==> src/rtl/pfx_reorder.sv <==
module pfx_reorder #(
  parameter int W     = 32,
  parameter int DEPTH = 4
) (
  input  logic         clk,
  input  logic         rst_n,
  input  logic         flush,
  input  logic         in_valid,
  output logic         in_ready,
  input  logic [W-1:0] in_word,
  input  logic         in_pfx,
  output logic         out_valid,
  input  logic         out_ready,
  output logic [W-1:0] out_word,
  output logic         out_first,
  output logic         out_last,
  output logic         err
);
  localparam int CW = $clog2(DEPTH + 1);
  localparam int AW = (DEPTH > 1) ? $clog2(DEPTH) : 1;

  logic [W-1:0]  stk [DEPTH];
  logic [CW-1:0] cnt;
  logic [CW-1:0] cnt_m1;
  logic          drn;
  logic          drop;

  assign in_ready = !flush && !drn && (!out_valid || out_ready);

  wire in_fire   = in_valid && in_ready;
  wire out_fire  = out_valid && out_ready;
  wire full      = (cnt == CW'(DEPTH));
  wire take_base = in_fire && !in_pfx && !drop;
  wire take_pfx  = in_fire && in_pfx && !drop && !full;
  wire ovf       = in_fire && in_pfx && !drop && full;

  assign cnt_m1 = cnt - CW'(1);
  wire [W-1:0] top = stk[cnt_m1[AW-1:0]];

  always_ff @(posedge clk)
    if (take_pfx) stk[cnt[AW-1:0]] <= in_word;

  always_ff @(posedge clk) begin
    if (!rst_n || flush) begin
      cnt       <= '0;
      drn       <= 1'b0;
      drop      <= 1'b0;
      out_valid <= 1'b0;
      err       <= 1'b0;
      if (!rst_n) begin
        out_word  <= '0;
        out_first <= 1'b0;
        out_last  <= 1'b0;
      end
    end else begin
      err <= ovf;
      if (ovf) begin
        drop <= 1'b1;
        cnt  <= '0;
      end else if (drop && in_fire && !in_pfx) begin
        drop <= 1'b0;
      end
      if (take_pfx) cnt <= cnt + CW'(1);
      if (drn && out_fire) begin
        out_word  <= top;
        out_first <= 1'b0;
        out_last  <= (cnt == CW'(1));
        drn       <= (cnt != CW'(1));
        cnt       <= cnt_m1;
      end else if (take_base) begin
        out_valid <= 1'b1;
        out_word  <= in_word;
        out_first <= 1'b1;
        out_last  <= (cnt == '0);
        drn       <= (cnt != '0);
      end else if (out_fire) begin
        out_valid <= 1'b0;
      end
    end
  end


  drain_blocks_input_chk: assert property (@(posedge clk) disable iff (!rst_n)
    (out_valid && !out_last) |-> !in_ready);


  hold_stable_chk: assert property (@(posedge clk) disable iff (!rst_n)
    (out_valid && !out_ready && !flush) |=>
      (out_valid && $stable(out_word) && $stable(out_first) && $stable(out_last)));


  flush_clears_chk: assert property (@(posedge clk) disable iff (!rst_n)
    flush |=> (!out_valid && !err));


  err_cause_chk: assert property (@(posedge clk) disable iff (!rst_n)
    err |-> $past(in_valid && in_ready && in_pfx));


  depth_bound_chk: assert property (@(posedge clk) disable iff (!rst_n)
    cnt <= CW'(DEPTH));


  base_then_prefix_chk: assert property (@(posedge clk) disable iff (!rst_n)
    (out_fire && out_first && !out_last && !flush) |=> (out_valid && !out_first));
endmodule

==> config.mk <==
export PLATFORM = sky130hd
export DESIGN_NAME = pfx_reorder
export DESIGN_NICKNAME = d
export VERILOG_FILES = /design/src/rtl/pfx_reorder.sv
export SDC_FILE = /design/constraint.sdc
export NUM_CORES = 1
export LEC_CHECK = 0
export ABC_AREA = 1
export CAP_MARGIN = 20
export CORE_MARGIN = 2
export CORE_UTILIZATION = 43
export CTS_BUF_LIST = sky130_fd_sc_hd__clkbuf_8
export DETAILED_ROUTE_END_ITERATION = 7
export HOLD_SLACK_MARGIN = 0.05
export MAX_ROUTING_LAYER = met4
export RECOVER_POWER = 25
export SYNTH_ARGS = -nofsm -noshare
export SYNTH_HDL_FRONTEND = slang
export SYNTH_SLANG_ARGS = --single-unit
==> constraint.sdc <==
create_clock -name clk -period 3.58 [get_ports clk]
set_clock_uncertainty 0.1 [all_clocks]
set_input_delay 0.895 -clock clk [delete_from_list [all_inputs] [get_ports clk]]
set_output_delay 0.895 -clock clk [all_outputs]
set_load 0.01 [all_outputs]
==> results.cfg <==
[pwr]
pwr-share-clk_pct = 36.7
ir_drop_uv = 226
p_leak_nw = 2.98
p_sw_share_pct = 20.8
p_switching_mw = 0.805
pwr-share-comb_pct = 5.9
power.internal_mw = 3.06
seqPwrFrac_pct = 57.4
power_density_nw_per_um2 = 468

[floorplanning]
die_area_um2 = 16900
start_util_pct = 43.5
io_pins = 75
dieHeight_um = 130
coreArea_um2 = 15700
die_x_um = 130
num_rows = 46

[synthesis]
synth_area_um2 = 6840
synth_edf_count = 162
avgSynthCellArea_um2 = 13.0
synthCells = 527
ys_ff_latch = 169
async_flop_share_pct = 0
synthesis.nets = 570
synth_cell_types = 28
ys.flop_type = edfxtp_1
synth_seq_area_share_pct = 73.2
yosys_warnings = 0

[clock_network]
clock_path_buffers = 2
hold_buffers = 0
cts_tree = done
ctsResizeCount = 0
cts_made_buffers = 17
postCtsSetupRepairBufs = 0
clockRootBuffer = clkbuf_8
clock_latency_ns = 0.46
cts.sinks = 169
path_clk_slew_ns = 0.08
htree_levels = 4

[cells_and_area]
layout-drive-gt1-share_pct = 10.2
area_growth_pct = 20.8
final_common_cell = edfxtp_1
fillerInstances = 1323
final_cell_mix = edfxtp_1 (162), o21ai_0 (84), nor2_1 (70)
area.sequential_um2 = 5010
fin_nets = 647
multi_input_area_um2 = 1510

[timing]
holdWs_ns = 0.449
finalHoldViolCount = 0
drv_slew = 0
min_period_ns = 3.17
finalSetupViolCount = 0
rsz0062_at_grt = no
post-route-period-util_pct = 88.5
max_freq_ghz = 0.316
worst_pin_slew_ns = 0.747
slew_headroom_pct = 50.2
setup_tns_ns = 0

[grt]
grt_pass1_wl_mm = 22.7
grt_pass1_vias = 4235
grtUsageTotal_pct = 18.7
grt_max_degree = 69
grt-ovfl-total = 0
antenna_found_initial = 1

[worst_setup_path]
cp_cell_sequence = clkdlybuf4s50_1 > inv_1 > nand2_1 > nand2_1 > inv_1 > clkdlybuf4s50_1
worst-path-buf-inv = 4
crit_type = primary input to primary output
cp-start-kind = primary input
crit_slowest_cell = clkdlybuf4s50_1
cp-startpoint = out_ready
crit_path_end = in_ready
max_stage_delay_ns = 0.52
crit_path_max_fanout = 2
r2r_cells = 5
crit_cells = 6
timing.rr.start = cnt[0]
endpoint_kind = primary output
critical_path_arrival_ns = 2.17
reg2reg_to = stk[3][7]
crit_required_ns = 2.58
path_delay_family = buffers and inverters
reg2reg_slack_ns = 1.38

[placement]
io_buffers = 74
dp_hpwl_mm = 7.94
routabilityCongestion = 0.758

[hold_path]
hold_path_class = flip-flop to flip-flop
hold_path_depth = 2

[drt]
drc = 0
drt-initial-drc-count = 302
vias = 4236
drt_pass1_iterations = 4
final_antenna_net_count = 0
wl_per_cell_um = 17.3
via_per_inst = 5.08
drt-total-wl_mm = 14.4

[status]
status = completed

[flow_run]
drv_cap = 0
[stage by stage]
stage / setup slack, ns / instance area (µm²) / util [%] / instances / power [mW]
global placement: 0.415 / 7840 / 49.9 / 801 / 2.49
floorplan: 0.326 / 6840 / - / 527 / 2.36
CTS: 0.408 / 8260 / 52.6 / 833 / 3.90
detailed placement: 0.408 / 7840 / 49.9 / 801 / 2.50
finish: 0.411 / 8260 / 52.6 / 834 / 3.86
global route: 0.322 / 8260 / 52.6 / 834 / 4.00
[Yosys cell counts, types with 4 or more instances]
master / n / share of area [%]
clkbuf_1: 15 / 0.82
nand3_1: 4 / 0.29
dfxtp_1: 7 / 2.0
o21bai_1: 32 / 3.5
o21ai_1: 9 / 0.66
buf_6: 4 / 0.66
o22ai_1: 32 / 2.9
o21ai_2: 5 / 0.64
edfxtp_1: 162 / 71
inv_1: 45 / 2.5
ha_1: 5 / 0.91
buf_2: 10 / 0.73
nor2_1: 74 / 4.1
nand2_1: 16 / 0.88
o21ai_0: 84 / 6.1
inv_2: 4 / 0.22
a21oi_1: 4 / 0.29
[power by group through the flow]
stage | Combinational [mW] | Sequential, mW | Clock, mW
3_3_place_gp | 0.233 | 2.26 | 0
6_report | 0.230 | 2.22 | 1.42
2_1_floorplan | 0.0805 | 2.28 | 0
3_5_place_dp | 0.239 | 2.26 | 0
5_1_grt | 0.253 | 2.22 | 1.53
4_1_cts | 0.239 | 2.22 | 1.45
[routing by layer]
metal / vias up / GRT usage (%) / share of wire (%)
met5: - / - / 0
met4: 0 / 6.26 / 1.2
met3: 16 / 4.06 / 4.9
met2: 110 / 30.3 / 49
met1: 2061 / 23.5 / 45
li1: 2049 / - / -
[flip-flops by register name, summed over array words and instances, names as in the netlist]
signal and flops:
out_valid 1, out_last 1, out_word 32, drn 1, stk 128, err 1
drop 1, cnt 3, out_first 1
[layout make-up]
cell class,count,share of cell area (%)
clock inverters,15,2.23
multi-input cells,277,18.3
well taps,216,3.27
flip-flops and latches,169,60.6
clock buffers,17,2.83
diodes,1,0.0303
repair buffers,89,10.5
inverters,50,2.30
[worst min-delay path, cell delays in order, from the launching register on]
cell	delay (ns)
dfxtp_1	0.35
o21ai_0	0.09
a21oi_1	0.07
[logic make-up (layout without fill, tap and decap cells)]
| kind of cell | count (synthesis) | in the layout | share of synthesized area [%] |
|---|---|---|---|
| DFF | 169 | 169 | 73.2 |
| AOI/OAI and AO/OA | 168 | 168 | 14.4 |
| and+or+nand+nor | 102 | 102 | 6.05 |
| other | 0 | 1 | 0 |
| xor gates and xnor gates | 2 | 2 | 0.256 |
| adders and majority gates | 5 | 5 | 0.915 |
| buffers and inverters | 81 | 171 | 5.21 |
[worst min path at each step]
stage                         start   endpoint  slack (ns)
after CTS                 out_valid  out_valid        0.45
after global routing      out_valid  out_valid        0.49
after floorplan                 drn        drn        0.43
final                     out_valid  out_valid        0.45
after detailed placement  out_valid  out_valid        0.43
after global placement    out_valid  out_valid        0.42
Note: power is estimated with default switching activity, not from simulation.
